## src/rtl/hc_keyreg_pkg.sv

```systemverilog
package hc_keyreg_pkg;
  localparam int WORD_W     = 32;
  localparam int IDX_ID     = 0;   // 0x00
  localparam int IDX_CLASS  = 1;   // 0x04
  localparam int IDX_LINK_D = 4;   // 0x10
  localparam int IDX_GUARD  = 31;  // 0x7C
  localparam int IDX_LINK_S = 48;  // 0xC0
  localparam logic [15:0] DEV_CODE  = 16'h1150;
  localparam logic [31:0] CLASS_RST = 32'h0604_0006;
  localparam logic [31:0] LINKD_RST = 32'hD704_0022;
  localparam int LINK_UP_BIT = 5;

  function automatic logic [WORD_W-1:0] rst_word(input int idx, input logic [15:0] vendor);
    logic [WORD_W-1:0] v;
    v = '0;
    case (idx)
      IDX_ID:     v = {DEV_CODE, vendor};
      IDX_CLASS:  v = CLASS_RST;
      IDX_LINK_D: v = LINKD_RST;
      IDX_LINK_S: v[LINK_UP_BIT] = 1'b1;
      default:    v = '0;
    endcase
    return v;
  endfunction
endpackage

```

## src/rtl/hc_key_guard.sv

```systemverilog
module hc_key_guard #(
  parameter int          KEY_W = 8,
  parameter logic [7:0]  KEY   = 8'hA8
) (
  input  logic             clk,
  input  logic             rst,
  input  logic             wr_guard,
  input  logic [KEY_W-1:0] key_byte,
  output logic             unlocked
);
  always_ff @(posedge clk) begin
    if (rst)           unlocked <= 1'b0;
    else if (wr_guard) unlocked <= (key_byte == KEY[KEY_W-1:0]);
  end


  key_decode_chk: assert property (@(posedge clk) disable iff (rst)
    wr_guard |=> (unlocked == ($past(key_byte) == KEY[KEY_W-1:0])));


  guard_hold_chk: assert property (@(posedge clk) disable iff (rst)
    !wr_guard |=> $stable(unlocked));


  reset_locked_chk: assert property (@(posedge clk) disable iff (rst)
    $past(rst) |-> !unlocked);
endmodule

```

## src/rtl/hc_reg_bank.sv

```systemverilog
module hc_reg_bank
  import hc_keyreg_pkg::*;
#(
  parameter int          IDX_W     = 6,
  parameter logic [15:0] VENDOR_ID = 16'h1A03,
  localparam int         NUM_WORDS = 2 ** IDX_W
) (
  input  logic              clk,
  input  logic              rst,
  input  logic              we,
  input  logic              wr_ok,
  input  logic [IDX_W-1:0]  idx,
  input  logic [WORD_W-1:0] wdata,
  output logic [WORD_W-1:0] words [NUM_WORDS]
);
  for (genvar g = 0; g < NUM_WORDS; g++) begin : g_word
    if (g == IDX_GUARD) begin : g_guard_slot
      assign words[g] = '0;
    end else begin : g_store
      logic hit;
      assign hit = we && wr_ok && (idx == IDX_W'(g));
      always_ff @(posedge clk) begin
        if (rst)      words[g] <= rst_word(g, VENDOR_ID);
        else if (hit) words[g] <= wdata;
      end


      locked_hold_chk: assert property (@(posedge clk) disable iff (rst)
        !wr_ok |=> $stable(words[g]));


      store_chk: assert property (@(posedge clk) disable iff (rst)
        (we && wr_ok && idx == IDX_W'(g)) |=> (words[g] == $past(wdata)));
    end
  end
endmodule

```

## src/rtl/hc_rd_port.sv

```systemverilog
module hc_rd_port
  import hc_keyreg_pkg::*;
#(
  parameter int  IDX_W     = 6,
  localparam int NUM_WORDS = 2 ** IDX_W
) (
  input  logic              clk,
  input  logic              rst,
  input  logic [IDX_W-1:0]  idx,
  input  logic              unlocked,
  input  logic [WORD_W-1:0] words [NUM_WORDS],
  output logic [WORD_W-1:0] rdata
);
  always_ff @(posedge clk) begin
    if (rst)                          rdata <= '0;
    else if (idx == IDX_W'(IDX_GUARD)) rdata <= {{(WORD_W-1){1'b0}}, unlocked};
    else                              rdata <= words[idx];
  end


  guard_read_chk: assert property (@(posedge clk) disable iff (rst)
    ($past(idx) == IDX_W'(IDX_GUARD)) |-> (rdata[WORD_W-1:1] == '0));


  rst_rdata_chk: assert property (@(posedge clk)
    $past(rst) |-> (rdata == '0));
endmodule

```

## src/rtl/hc_keyreg_top.sv

```systemverilog
module hc_keyreg_top
  import hc_keyreg_pkg::*;
#(
  parameter int          ADDR_W    = 8,
  parameter logic [15:0] VENDOR_ID = 16'h1A03,
  parameter logic [7:0]  KEY       = 8'hA8,
  localparam int         IDX_W     = ADDR_W - 2,
  localparam int         NUM_WORDS = 2 ** IDX_W,
  localparam int         KEY_W     = 8
) (
  input  logic              clk,
  input  logic              rst,
  input  logic [ADDR_W-1:0] addr,
  input  logic              we,
  input  logic [WORD_W-1:0] wdata,
  output logic [WORD_W-1:0] rdata
);
  logic [IDX_W-1:0]  idx;
  logic              unlocked;
  logic              wr_guard;
  logic              unused_low_addr;
  logic [WORD_W-1:0] words [NUM_WORDS];

  assign idx             = addr[ADDR_W-1:2];
  assign unused_low_addr = &{1'b0, addr[1:0]};
  assign wr_guard        = we && (idx == IDX_W'(IDX_GUARD));

  hc_key_guard #(.KEY_W(KEY_W), .KEY(KEY)) i_guard (
    .clk      (clk),
    .rst      (rst),
    .wr_guard (wr_guard),
    .key_byte (wdata[KEY_W-1:0]),
    .unlocked (unlocked)
  );

  hc_reg_bank #(.IDX_W(IDX_W), .VENDOR_ID(VENDOR_ID)) i_bank (
    .clk   (clk),
    .rst   (rst),
    .we    (we),
    .wr_ok (unlocked),
    .idx   (idx),
    .wdata (wdata),
    .words (words)
  );

  hc_rd_port #(.IDX_W(IDX_W)) i_rd (
    .clk      (clk),
    .rst      (rst),
    .idx      (idx),
    .unlocked (unlocked),
    .words    (words),
    .rdata    (rdata)
  );
endmodule

```

## config.mk

```make
export PLATFORM = sky130hd
export DESIGN_NAME = hc_keyreg_top
export DESIGN_NICKNAME = d
export VERILOG_FILES = /design/src/rtl/hc_keyreg_pkg.sv /design/src/rtl/hc_key_guard.sv /design/src/rtl/hc_reg_bank.sv /design/src/rtl/hc_rd_port.sv /design/src/rtl/hc_keyreg_top.sv
export SDC_FILE = /design/constraint.sdc
export NUM_CORES = 2
export LEC_CHECK = 0
export CAP_MARGIN = 20
export CORE_ASPECT_RATIO = 1.2
export CORE_MARGIN = 3
export CORE_UTILIZATION = 40
export DETAILED_ROUTE_END_ITERATION = 12
export PLACE_DENSITY = 0.59
export SLEW_MARGIN = 5
export SYNTH_ARGS = -nofsm -noshare
export SYNTH_HDL_FRONTEND = slang
export SYNTH_HIERARCHICAL = 1
export SYNTH_SLANG_ARGS = --single-unit
```

## constraint.sdc

```tcl
create_clock -name clk -period 4.91 [get_ports clk]
set_input_delay 0.982 -clock clk [delete_from_list [all_inputs] [get_ports clk]]
set_output_delay 0.982 -clock clk [all_outputs]
set_load 0.01 [all_outputs]
```

==> metrics.md <==
| Metric | Value |
|---|---|
| Worst setup EP type | flip-flop |
| Max clock buf depth | 4 |
| CP Launch Type | input port |
| Worst IR drop on VDD | 0.000265 V |
| Die X | 451 µm |
| Via count | between 60000 and 70000 |
| Yosys warning total | 6 |
| Gpl congestion | 0.769 |
| Commonest non-fill, non-tap cell in the layout | mux2i_1 |
| Initial antenna violation count | 9 |
| Outcome | completed |
| Antenna Nets Post-Route | 0 |
| Post-route setup TNS | 0 ns |
| Placed cell count | 10675 |
| Hold Path Class | reg -> reg |
| Tot Pwr | 35.0 mW |
| Max FO, Critical Path | 59 |
| Routed len/inst | 25.0 µm |
| # resized after CTS | 0 |
| Unrepaired setup endpoints after global routing | false |
| Vias in the first global route | between 60000 and 70000 |
| Largest delay share family, worst path | multiplexers |
| Clock skew | 0.0389 ns |
| Worst EP required | roughly 5.7 ns |
| Crit Path Category | in -> reg |
| CP cell instances | buf_8 -> mux4_2 -> mux4_2 -> o21ai_1 -> o41ai_1 -> buf_4 |
| H-tree depth | 4 |
| Yosys reg bits | a little over 2000 |
| Max Cap Viol | 0 |
| Routed wire length | 276000 µm |
| Post-Synthesis Cell Area | 0.0950 mm² |
| XOR/XNOR Fraction of Synth Area | 0% |
| Max Clk Rate | 0.310 GHz |
| Worst skew pair latency | 0.86 ns |
| PD cells | 334 mW/mm² |
| Clock slew at reported path FFs | ~0.060 ns |
| Starting Density | 40.3% |
| Largest family of logic cells by synthesized area | multiplexers |
| Minimum clock period | ~3.2 ns |
| Die H | 540 µm |
| CTS Sinks | 2049 |
| Post-CTS setup buffers | 0 |
| Synth-to-layout area growth | 10.4% |
| Share of the clock period used by the worst path | between 60 and 70% |
| Slew HR | 22.0% |
| Hold_buf cts | 0 |
| Post-synthesis compound-gate area fraction | 1.62% |
| I/O Buffers | slightly above 70 |
| Drt pass-1 iters | 7 |
| Max stage delay cell, worst path | o21ai_1 |
| Tot GR Track Use | 22.0% |
| Die area | approximately 0.24 mm² |
| Largest net degree at the start of global routing | 313 |
| Mean post-synth cell area | about 12 µm² |
| WP data arrival | 3.97 ns |
| Final net count | 7791 |
| Detail Placement HPWL | between 150000 and 200000 µm |
| Synth unique cells | 51 |
| Commonest non-fill, non-tap cells in the layout | 2138 x mux2i_1, 2049 x dfxtp_1, 1993 x nand2b_1 |
| Most common cell on crit path | mux4_2 |
| Seq/Total Area, Yosys | between 40% and 50% |
| Max Transition Viols Final | 0 |
| Critical path's largest stage delay | 0.67 ns |
| Final hold vios | 0 |
| Mux cell area share after synthesis | between 30% and 40% |
| Vias per cell | 5.43 |
| Drt initial violations | 4483 |
| Adder-cell area share of the yosys netlist | 0% |
| Simple-Gate Fraction of Synth Area | 14.7% |
| Setup Viol. Count Final | 0 |
| CTS tree | yes |
| Crit path buf inv count | 2 |
| First-pass GRT wire length | 410000 µm |
| Remaining DRCs | 0 |
| Share of layout cells above drive strength 1 | 15.7% |
| Finished Layout Cells | about 11000 |
| Core region area | between 0.2 and 0.25 mm² |
| TritonCTS buffer count | 211 |
| # IOs | 75 |
| Row count | approximately 200 |
| Leak | slightly below 50 nW |
| Root buffer cell | clkbuf_16 |
| Post-synthesis cell count | 8065 |
| Worst-Margin Slew | between 1 and 1.5 ns |
| GRT overflow | 0 |
## per-layer routing
metal / global-route usage [%] / vias to the layer above / share of wire, %
met5: 0 / - / 0
met4: 6.10 / 0 / 2.8
met3: 2.54 / 398 / 4.0
met2: 38.0 / 1166 / 49
met1: 29.1 / 31095 / 44
li1: - / 27360 / -
## registers in the layout, summed over array words and instances (netlist names)
name              cells
i_rd/rdata           32
i_bank/words       2016
i_guard/unlocked      1
## synth_stat cells (all sizes together)
cell type,number,area (µm²)
a211o,8,70.1
nor4bb,2,20.0
conb,1,3.75
a21oi,15,75.1
nand4,1,6.26
mux4,532,12000
a2111oi,1,8.76
o211ai,1,7.51
o221ai,1,8.76
o22ai,47,294
nor2,46,173
a221oi,2,17.5
a22oi,42,315
and4,2,17.5
nor4,1,12.5
or2,1,6.26
nor4b,4,95.1
a221o,1,10.0
a311oi,1,8.76
mux2,27,304
and4b,6,60.1
a211oi,46,345
o41ai,7,61.3
inv,2,7.50
nand2b,2026,12700
and3,2,12.5
nor2b,13,81.3
o21a,1,7.51
dfxtp,2049,41000
nor3,4,25.0
and2,5,31.3
and4bb,6,75.1
a22o,9,78.8
buf,391,2950
mux2i,2138,21400
nand3b,2,15.0
nand3,9,45.0
clkbuf,481,1810
nand2,88,591
a21boi,6,45.0
o21ai,37,189
or3b,1,8.76
## metrics by stage
step           cell area, µm²  setup slack [ns]  util [%]  hold WS, ns
2_1_floorplan           95100              2.09         -        0.431
3_3_place_gp            97500             0.942      41.4        0.454
3_5_place_dp            97600              1.00      41.4        0.458
4_1_cts                105000              1.78      44.4        0.475
5_1_grt                105000              1.73      44.5        0.482
6_report               105000              1.68      44.5        0.471
## power by group
part,leakage (nW),switching [mW],total (mW),internal [mW]
logic,29.8,1.17,1.92,0.755
registers,16.5,0.0206,16.7,16.6
clock network,3.44,6.84,16.4,9.58
## cell type report
type	instances	area (µm²)
Inverter	2	7.51
Clock inverter	67	835
Timing Repair Buffer	311	3380
Fill cell	21597	131000
Sequential cell	2049	41000
Tap cell	3152	3940
Multi-Input combinational cell	5173	49500
Clock buffer	302	6130
Antenna cell	2	5.00
## path summary, 6_finish.rpt
path,startpoint,endpoint,slack (ns),cells past startpoint
min reg2reg,i_bank/words[1890],i_bank/words[1890],0.47,2
min,i_bank/words[1890],i_bank/words[1890],0.47,2
max,addr[2],i_rd/rdata[9],1.68,6
max reg2reg,i_guard/unlocked,i_bank/words[1543],2.17,4
## logic make-up (layout without fill, tap and decap cells)
kind of cell | Yosys count | after routing
simple gates | 2219 | 2219
flops | 2049 | 2049
compound gates | 225 | 225
mux | 2697 | 2697
buf+inv | 874 | 682
other cells | 1 | 34
## worst register-to-register path: cells and delay by family (launching register included)
family | cells | cell delay [ns]
flip-flops | 1 | 0.55
buffers and inverters | 1 | 0.44
multiplexers | 1 | 0.14
AND/OR/NAND/NOR | 2 | 1.45
No activity file was read; power rests on OpenSTA's default activity.
